[src/rtl/cfg_gate_pkg.sv]
// Package: shared types and status bit positions for the configuration policy gate.
// Assumes: status word at least 15 bits wide.
package cfg_gate_pkg;

    typedef enum logic [1:0] {
        BW_X8   = 2'b00,
        BW_X16  = 2'b01,
        BW_X32  = 2'b10,
        BW_RSVD = 2'b11
    } bus_width_e;

    typedef struct packed {
        logic       partial;
        logic       encrypted;
        logic       key_fuse;
        logic       key_match;
        logic       hmac_ok;
        logic       port_int;
        logic       master;
        bus_width_e width;
    } cfg_req_t;

    typedef struct packed {
        logic aes_only;
        logic aes_excl;
        logic sec_lvl2;
    } fuse_pol_t;

    typedef struct packed {
        logic accept;
        logic auth_fail;
        logic half_clk;
    } cfg_verdict_t;

    localparam int STAT_DEC_BIT  = 1;
    localparam int STAT_EOS_BIT  = 4;
    localparam int STAT_AUTH_BIT = 8;
    localparam int STAT_DONE_BIT = 14;

endpackage

[src/rtl/cfg_gate_rules.sv]
// Module: combinational policy evaluation of one request.
// Assumes: the key and digest verdicts are valid in the same cycle as the request.
module cfg_gate_rules
    import cfg_gate_pkg::*;
(
    input  cfg_req_t     req,
    input  fuse_pol_t    pol,
    input  logic         dev_empty,
    output cfg_verdict_t verdict
);

    logic width_ok;
    logic key_src_ok;
    logic stage_ok;
    logic path_ok;
    logic policy_ok;

    // Bus width legality for encrypted data.
    always_comb begin
        if (!req.encrypted)
            width_ok = 1'b1;
        else if (req.master)
            width_ok = (req.width == BW_X8) || (req.width == BW_X16);
        else
            width_ok = (req.width == BW_X8);
    end

    // Fuse-key-only rule on external ports.
    always_comb begin
        key_src_ok = 1'b1;
        if (pol.aes_only && !req.port_int)
            key_src_ok = req.encrypted && req.key_fuse;
    end

    // Load-stage and port path legality.
    always_comb begin
        if (req.partial) begin
            stage_ok = !dev_empty;
            path_ok  = req.port_int ||
                       (req.encrypted && !pol.aes_excl && !pol.sec_lvl2);
        end else begin
            stage_ok = dev_empty;
            path_ok  = 1'b1;
        end
    end

    // Final verdict: policy first, then authentication.
    always_comb begin
        policy_ok         = width_ok && key_src_ok && stage_ok && path_ok;
        verdict.auth_fail = policy_ok && req.encrypted &&
                            !(req.key_match && req.hmac_ok);
        verdict.accept    = policy_ok && !verdict.auth_fail;
        verdict.half_clk  = req.encrypted && req.master && (req.width == BW_X16);
    end

endmodule

[src/rtl/cfg_gate_pulse.sv]
// Module: stretches a one-cycle error event into an active-low pulse of CYC cycles.
// Assumes: clr has priority over fire; a new fire restarts the pulse.
module cfg_gate_pulse #(
    parameter int CYC = 2
) (
    input  logic clk,
    input  logic rst_n,
    input  logic clr,
    input  logic fire,
    output logic low_n
);

    generate
        if (CYC <= 1) begin : g_single
            logic q;
            // One-cycle pulse register.
            always_ff @(posedge clk) begin
                if (!rst_n || clr) q <= 1'b1;
                else               q <= !fire;
            end
            assign low_n = q;
        end else begin : g_count
            localparam int CW = $clog2(CYC + 1);
            logic [CW-1:0] cnt;
            // Down-counter that holds the line low while nonzero.
            always_ff @(posedge clk) begin
                if (!rst_n || clr)   cnt <= '0;
                else if (fire)       cnt <= CW'(CYC);
                else if (cnt != '0)  cnt <= cnt - 1'b1;
            end
            assign low_n = (cnt == '0);
        end
    endgenerate

endmodule

[src/rtl/cfg_gate_state.sv]
// Module: registered configuration state and verdict strobe.
// Assumes: reload has priority over any request in the same cycle.
module cfg_gate_state
    import cfg_gate_pkg::*;
(
    input  logic         clk,
    input  logic         rst_n,
    input  logic         reload,
    input  logic         req_valid,
    input  logic         req_partial,
    input  logic         req_enc,
    input  cfg_verdict_t verdict,
    output logic         dev_empty,
    output logic         dec_valid,
    output logic         dec_accept,
    output logic         done_q,
    output logic         rb_q,
    output logic         dec_en_q,
    output logic         half_q,
    output logic         auth_err_q
);

    logic take;
    assign take = req_valid && verdict.accept;

    // State update on reset, reload or an accepted request.
    always_ff @(posedge clk) begin
        if (!rst_n || reload) begin
            dev_empty  <= 1'b1;
            dec_valid  <= 1'b0;
            dec_accept <= 1'b0;
            done_q     <= 1'b0;
            rb_q       <= 1'b0;
            dec_en_q   <= 1'b0;
            half_q     <= 1'b0;
            auth_err_q <= 1'b0;
        end else begin
            dec_valid  <= req_valid;
            dec_accept <= take;
            if (take && !req_partial) begin
                dev_empty <= 1'b0;
                done_q    <= 1'b1;
                rb_q      <= !req_enc;
                dec_en_q  <= req_enc;
                half_q    <= verdict.half_clk;
            end else if (take && req_enc) begin
                rb_q <= 1'b0;
            end
            if (req_valid && verdict.auth_fail)
                auth_err_q <= 1'b1;
        end
    end

    AST_ACCEPT_HAS_STROBE: assert property (@(posedge clk) disable iff (!rst_n)
        dec_accept |-> dec_valid);

    AST_REJECT_KEEPS_STATE: assert property (@(posedge clk) disable iff (!rst_n)
        (dec_valid && !dec_accept) |-> ($stable(done_q) && $stable(rb_q) && $stable(half_q)));

endmodule

[src/rtl/cfg_sec_gate.sv]
// Module: top of the configuration security policy gate.
// Assumes: decryption and digest verdicts arrive with the request; STATUS_W >= 15.
module cfg_sec_gate
    import cfg_gate_pkg::*;
#(
    parameter int INIT_PULSE_CYCLES = 2,
    parameter int STATUS_W          = 16
) (
    input  logic                clk,
    input  logic                rst_n,
    input  logic                reload_req,
    input  logic                req_valid,
    input  logic                req_partial,
    input  logic                req_encrypted,
    input  logic                req_key_fuse,
    input  logic                key_match,
    input  logic                hmac_ok,
    input  logic                req_port_int,
    input  logic                req_master,
    input  logic [1:0]          req_width,
    input  logic                fuse_aes_only,
    input  logic                fuse_aes_excl,
    input  logic                sec_level2,
    input  logic                fallback_en,
    output logic                dec_valid,
    output logic                dec_accept,
    output logic                done,
    output logic                init_b,
    output logic                readback_en,
    output logic                cclk_half,
    output logic [STATUS_W-1:0] status
);

    cfg_req_t     req;
    fuse_pol_t    pol;
    cfg_verdict_t verdict;
    logic         dev_empty;
    logic         dec_en_q;
    logic         auth_err_q;
    logic         err_fire;

    // Pack the request and policy fields.
    always_comb begin
        req.partial   = req_partial;
        req.encrypted = req_encrypted;
        req.key_fuse  = req_key_fuse;
        req.key_match = key_match;
        req.hmac_ok   = hmac_ok;
        req.port_int  = req_port_int;
        req.master    = req_master;
        req.width     = bus_width_e'(req_width);
        pol.aes_only  = fuse_aes_only;
        pol.aes_excl  = fuse_aes_excl;
        pol.sec_lvl2  = sec_level2;
    end

    cfg_gate_rules u_rules (
        .req       (req),
        .pol       (pol),
        .dev_empty (dev_empty),
        .verdict   (verdict)
    );

    cfg_gate_state u_state (
        .clk        (clk),
        .rst_n      (rst_n),
        .reload     (reload_req),
        .req_valid  (req_valid),
        .req_partial(req_partial),
        .req_enc    (req_encrypted),
        .verdict    (verdict),
        .dev_empty  (dev_empty),
        .dec_valid  (dec_valid),
        .dec_accept (dec_accept),
        .done_q     (done),
        .rb_q       (readback_en),
        .dec_en_q   (dec_en_q),
        .half_q     (cclk_half),
        .auth_err_q (auth_err_q)
    );

    assign err_fire = req_valid && !reload_req && verdict.auth_fail && fallback_en;

    cfg_gate_pulse #(.CYC(INIT_PULSE_CYCLES)) u_pulse (
        .clk   (clk),
        .rst_n (rst_n),
        .clr   (reload_req),
        .fire  (err_fire),
        .low_n (init_b)
    );

    // Assemble the status word.
    always_comb begin
        status                = '0;
        status[STAT_DEC_BIT]  = dec_en_q;
        status[STAT_EOS_BIT]  = done;
        status[STAT_AUTH_BIT] = auth_err_q;
        status[STAT_DONE_BIT] = done;
    end

    AST_AES_ONLY_GATE: assert property (@(posedge clk) disable iff (!rst_n)
        (dec_accept && $past(fuse_aes_only && !req_port_int)) |-> $past(req_encrypted && req_key_fuse));

    AST_ENC_BLOCKS_READBACK: assert property (@(posedge clk) disable iff (!rst_n)
        (dec_accept && $past(req_encrypted)) |-> !readback_en);

    AST_INIT_NEEDS_FALLBACK: assert property (@(posedge clk) disable iff (!rst_n)
        $fell(init_b) |-> $past(fallback_en));

    AST_HALF_NO_READBACK: assert property (@(posedge clk) disable iff (!rst_n)
        cclk_half |-> !readback_en);

endmodule

[config.mk]
export PLATFORM = sky130hd
export DESIGN_NAME = cfg_sec_gate
export DESIGN_NICKNAME = d
export VERILOG_FILES = /design/src/rtl/cfg_gate_pkg.sv /design/src/rtl/cfg_gate_rules.sv /design/src/rtl/cfg_gate_pulse.sv /design/src/rtl/cfg_gate_state.sv /design/src/rtl/cfg_sec_gate.sv
export SDC_FILE = /design/constraint.sdc
export NUM_CORES = 1
export LEC_CHECK = 0
export BUFFER_PORTS_ARGS = -buffer_cell sky130_fd_sc_hd__buf_2
export CAP_MARGIN = 25
export CORE_UTILIZATION = 36
export DETAILED_ROUTE_END_ITERATION = 6
export PLACE_DENSITY = 0.72
export SLEW_MARGIN = 25
export SYNTH_ARGS = -nofsm -noshare
export SYNTH_HDL_FRONTEND = slang
export SYNTH_SLANG_ARGS = --single-unit
[constraint.sdc]
create_clock -name clk -period 1.35 [get_ports clk]
set_clock_uncertainty 0.15 [all_clocks]
set_input_delay 0.135 -clock clk [delete_from_list [all_inputs] [get_ports clk]]
set_output_delay 0.135 -clock clk [all_outputs]
set_load 0.02 [all_outputs]
==> results of run 1 <==
report_power, final:
| part | internal, mW | switching [mW] |
|---|---|---|
| logic | 0.0494 | 0.0783 |
| clock network | 0.164 | 0.108 |
| registers | 0.300 | 0.00244 |
stage by stage:
| stage | TNS (ps) | std cells |
|---|---|---|
| after floorplan | 0 | 76 |
| after CTS | 0 | 110 |
| after global placement | -199 | 104 |
| after detailed placement | -312 | 104 |
| after global routing | -123 | 110 |
| final | 0 | 110 |
registers in the layout (all words and copies together) (netlist names):
signal               cells
u_state.rb_q             1
u_pulse.g_count.cnt      2
u_state.auth_err_q       1
u_state.half_q           1
u_state.dec_accept       1
u_state.dev_empty        1
u_state.dec_valid        1
u_state.dec_en_q         1
u_state.done_q           1
path summary, 6_finish.rpt:
| kind | start | endpoint | slack [ps] | cells past startpoint |
|---|---|---|---|---|
| min reg2reg | u_state.auth_err_q | u_state.auth_err_q | 300 | 2 |
| max reg2reg | u_state.dev_empty | u_state.rb_q | 30 | 4 |
| min | reload_req | u_state.dev_empty | 120 | 4 |
| max | u_state.dev_empty | u_state.rb_q | 30 | 4 |
area by class of cell:
class | count | area, um2
Sequential cell | 10 | 201
Tap cell | 16 | 20.0
Timing Repair Buffer | 31 | 173
Inverter | 2 | 7.51
Multi-Input combinational cell | 47 | 300
Fill cell | 152 | 768
Clock buffer | 4 | 36.3
Yosys cell counts (all sizes together):
cell	number	area, um2
a211o	1	8.76
nand2b	2	12.5
or3	1	6.26
conb	1	3.75
nor2	1	3.75
nor3	1	5.00
buf	16	120
o2111a	1	11.3
o21ai	4	23.8
nand3	3	15.0
nand4b	1	8.76
nor3b	2	20.0
o221a	1	11.3
nor2b	2	12.5
mux2i	1	10.0
nor4	1	21.3
o211ai	1	7.51
o2bb2ai	1	8.76
dfxtp	10	200
and2	2	12.5
inv	2	7.51
o21a	2	15.0
clkbuf	1	3.75
a21boi	1	11.3
nand2	6	22.5
per-layer routing:
metal / wire length (um) / track usage, % / vias to the layer above
met5: 0 / 0 / -
li1: - / - / 257
met4: 27 / 9.38 / 0
met2: 406 / 18.2 / 34
met3: 104 / 3.88 / 4
met1: 527 / 17.6 / 210
cells by family (layout without fill, tap and decap cells):
logic type             Yosys count  in the layout  synth area share [%]
and+or+nand+nor                 22             22                  24.0
buffers and inverters           19             37                  22.5
AOI/OAI and AO/OA               12             12                  16.7
DFF                             10             10                  34.3
other                            1             12                 0.643
muxes                            1              1                  1.72
critical path, cell delays in order (launching register included):
cell and delay [ps]:
dfxtp_2 340, inv_2 50, o211ai_1 90, a211o_1 330, o221a_1 260
what timing repair did:
item | in CTS | in global routing
resized for setup | 2 | 1
endpoints found under the hold margin | 2 | 0
gates cloned | 0 | 0
hold buffers | 2 | 0
setup endpoints to repair | 1 | 4
pin swaps | 2 | 2
==> out/summary.txt, run 1 <==
CTS tree: built
Final Hold Fails: 0
# diodes: 0
number of I/O pins: 39
# DRC: 0
die area: 0.00178 mm2
Worst Path Max Fanout: 5
Clock H-tree levels: 1
Worst EP required: 1360 ps
#FFs+latches synth: 10
post-synthesis cell type count: 27
pin count of the biggest net entering global routing: 15
total grt overflow: 0
startpoint types: flop
Final nets: 112
vias per cell: 4.59
final WL: 1070 um
Initial Util: 38.7%
cells after synthesis: 65
Antenna Nets Post-Route: 0
PwrDens: 950 mW/mm2
min Tclk post-route: 1320 ps
Root Driver: clkbuf_4
Final Cycle Share: 98.1%
initial antenna violation count: 0
Syn Std Cell Area: 583 um2
global-route wire length before repair: 1750 um
fin util: 49.0%
final setup margin: 25.3 ps
final hold slack: 117 ps
area grow syn2layout: 26.6%
unrepaired setup endpoints after global routing: true
post-detail-place hpwl: 835 um
Clock transition at path regs: 70 ps
Ys Warns: 0
Final Instance Area: 738 um2
clk buf depth: 2
Cell Rows: 14
most frequent cells in the layout: buf_2, conb_1, dfxtp_1
final setup violation count: 0
Core Area: 0.00151 mm2
dpl ws: -96.0 ps
Max-cap violations: 0
GRT Util Overall: 13.3%
worst hold-check path type: in -> reg
Fmax achieved: 755 MHz
detailed-route via count: 505
share of cells above drive strength 1: 42.6%
commonest non-fill, non-tap cell in the layout: buf_2
vias in the first global route: 427
Inserted Clock Buffers: 3
Setup crit end kind: flop
Skew-Pair Late Insertion Delay: 260 ps
critical path type: reg -> reg
drt initial violations: 7
Peak VDD IR: 398 uV
Mapped Avg Cell Area: 8.97 um2
Routed wire per std cell: 9.68 um
Leakage Power: 0.350 nW
Placer Congestion: 0.751
post-layout power: 0.702 mW
Post-CTS Setup Inserts: 0
CTS sink cnt: 10
status: finished, final reports clean
CP arrival: 1330 ps
Placed Instance Area: 673 um2
number of I/O port buffers: 26
Die X-Extent: 42.2 um
post-synthesis sequential area ratio: 34.3%
max-slew violations: 0
die height: 42.2 um
DRT Pass-1 Iters: 4
No activity file was read; power rests on OpenSTA's default activity.
==> run 2: changes to the inputs <==
--- a/config.mk
+++ b/config.mk
@@ -10,6 +10,7 @@
 export CORE_UTILIZATION = 36
 export DETAILED_ROUTE_END_ITERATION = 6
 export PLACE_DENSITY = 0.72
+export REMOVE_ABC_BUFFERS = 1
 export SLEW_MARGIN = 25
 export SYNTH_ARGS = -nofsm -noshare
 export SYNTH_HDL_FRONTEND = slang
==> out/summary.txt, run 2 (same netlist as run 1, synthesis figures left out) <==
status: finished, final reports clean
post-detail-place hpwl: 835 um (about the same)
Die X-Extent: 42.2 um (unchanged)
global-route wire length before repair: 1560 um (-11%)
worst hold-check path type: in -> reg
clock power share: 39.1% (+0.4 points)
hold_sp: hmac_ok
min Tclk post-route: 1290 ps (-37.1 ps)
CTS sink cnt: 10 (unchanged)
number of I/O port buffers: 26 (unchanged)
# DRC: 0 (unchanged)
sequential cell area: 201 um2 (unchanged)
Setup crit end kind: flop
Worst Reg-to-Reg Cells: 4 (unchanged)
final WL: 1040 um (-2.4%)
startpoint types: flop
Net Sw Power: 0.190 mW (+0.69%)
vias in the first global route: 377 (-12%)
Worst R2R Start: u_state.dev_empty
Clock transition at path regs: 70 ps (about the same)
worst reg-to-reg setup slack: 60 ps (+40 ps)
Multi-input gate area: 300 um2 (unchanged)
fillcell total: 155 (+2.0%)
clk buf depth: 2 (unchanged)
Switching Share: 27.1% (+0.14 points)
Hold Crit Endpoint: u_state.auth_err_q
total grt overflow: 0 (unchanged)
pin count of the biggest net entering global routing: 15 (unchanged)
DRT Pass-1 Iters: 4 (unchanged)
P_int: 0.513 mW (about the same)
Worst EP required: 1370 ps (about the same)
Fmax achieved: 777 MHz (+2.9%)
Placer Congestion: 0.699 (-7.0%)
max-slew violations: 0 (unchanged)
final setup violation count: 0 (unchanged)
CP arrival: 1310 ps (-20 ps)
most frequent cells in the layout: buf_2, conb_1, dfxtp_1
GRT Util Overall: 12.8% (-0.46 points)
PwrDens: 952 mW/mm2 (+0.16%)
initial antenna violation count: 0 (unchanged)
critical path type: reg -> reg
fin util: 49.0% (unchanged)
Non-Filler Instances: 110 (unchanged)
CTS tree: built
Logic pwr share: 17.9% (-0.3 points)
Initial Util: 38.7% (unchanged)
Inserted Clock Buffers: 3 (unchanged)
area grow syn2layout: 26.6% (unchanged)
Skew-Pair Late Insertion Delay: 270 ps (about the same)
Leakage Power: 0.350 nW (about the same)
power share of the sequential group: 43.0% (about the same)
Top reg by flops: u_pulse.g_count.cnt
Final Cycle Share: 95.4% (-2.8 points)
Post-CTS Setup Inserts: 0 (unchanged)
Clock H-tree levels: 1 (unchanged)
Peak VDD IR: 380 uV (-4.6%)
Core Area: 0.00151 mm2 (unchanged)
number of I/O pins: 39 (unchanged)
# diodes: 0 (unchanged)
Routed wire per std cell: 9.45 um (-2.4%)
max FFs per register: 2 (unchanged)
detailed-route via count: 503 (-0.40%)
Worst Hold Path Cells: 4 (unchanged)
share of cells above drive strength 1: 42.6% (unchanged)
Cell Rows: 14 (unchanged)
die height: 42.2 um (unchanged)
Placed Cells: 104 (unchanged)
vias per cell: 4.57 (-0.40%)
drt initial violations: 9 (+2)
Final Hold Fails: 0 (unchanged)
unrepaired setup endpoints after global routing: false
Root Driver: clkbuf_4
Max-cap violations: 0 (unchanged)
commonest non-fill, non-tap cell in the layout: buf_2
Final nets: 112 (unchanged)
Antenna Nets Post-Route: 0 (unchanged)
Worst Path Max Fanout: 5 (unchanged)
die area: 0.00178 mm2 (unchanged)
Worst R2R End: u_state.rb_q
## run 2: cell counts in the layout (fill, tap and decap cells not counted)
No cell type changed its count.
## run 2: worst max-delay path by stage
stage          cells past startpoint                endpoint               from  slack, ps
2_1_floorplan                      4            u_state.rb_q  u_state.dev_empty         80
3_3_place_gp                       5            u_state.rb_q       req_width[0]        -70
3_5_place_dp                       5        u_state.dec_en_q       req_width[0]        -90
4_1_cts                            4            u_state.rb_q  u_state.dev_empty         10
5_1_grt                            4  u_pulse.g_count.cnt[0]  u_state.dev_empty         20
6_report                           4            u_state.rb_q  u_state.dev_empty         60
## run 2: metrics by stage
stage	TNS (ps)	setup WS [ps]	hold WS, ps	cell area [um2]	power, mW
after detailed placement	-252	-94.4	224	673	0.428
after global placement	-176	-67.1	223	673	0.427
after global routing	0	18.8	89.1	738	0.738
after floorplan	0	82.8	107	500	0.382
final	0	62.5	95.0	738	0.703
after CTS	0	14.6	90.0	729	0.709
## run 2: timing repair
action                                  4_1_cts  5_1_grt
hold buffers                                  2        0
endpoints found under the hold margin         2        0
gates resized for setup                       0        3
endpoints found under the setup margin        0        3
## run 2: area by class of cell
| class | instances | area share, % |
|---|---|---|
| multi-input cells | 47 | 40.7 |
| flip-flops and latches | 10 | 27.3 |
| repair buffers | 31 | 23.4 |
| clock buffers | 4 | 4.92 |
| well taps | 16 | 2.71 |
| inverters | 2 | 1.02 |
## run 2: worst max-delay path, stage by stage, from the launching register on
cell,delay (ps)
dfxtp_2,340
inv_2,50
o211ai_1,80
a211o_1,320
o221a_1,250
## run 2: power groups by stage
stage          combinational (mW)  clock, mW  sequential (mW)
2_1_floorplan              0.0674          0            0.315
3_3_place_gp                0.119          0            0.308
3_5_place_dp                0.120          0            0.308
4_1_cts                     0.124      0.283            0.301
5_1_grt                     0.136      0.300            0.302
6_report                    0.126      0.275            0.302
## run 2: routing by layer
metal	vias up	wire length, um	global-route usage [%]
li1	254	-	-
met1	223	398	13.1
met2	22	539	19.1
met3	4	62	5.17
met4	0	38	13.1
met5	-	0	0
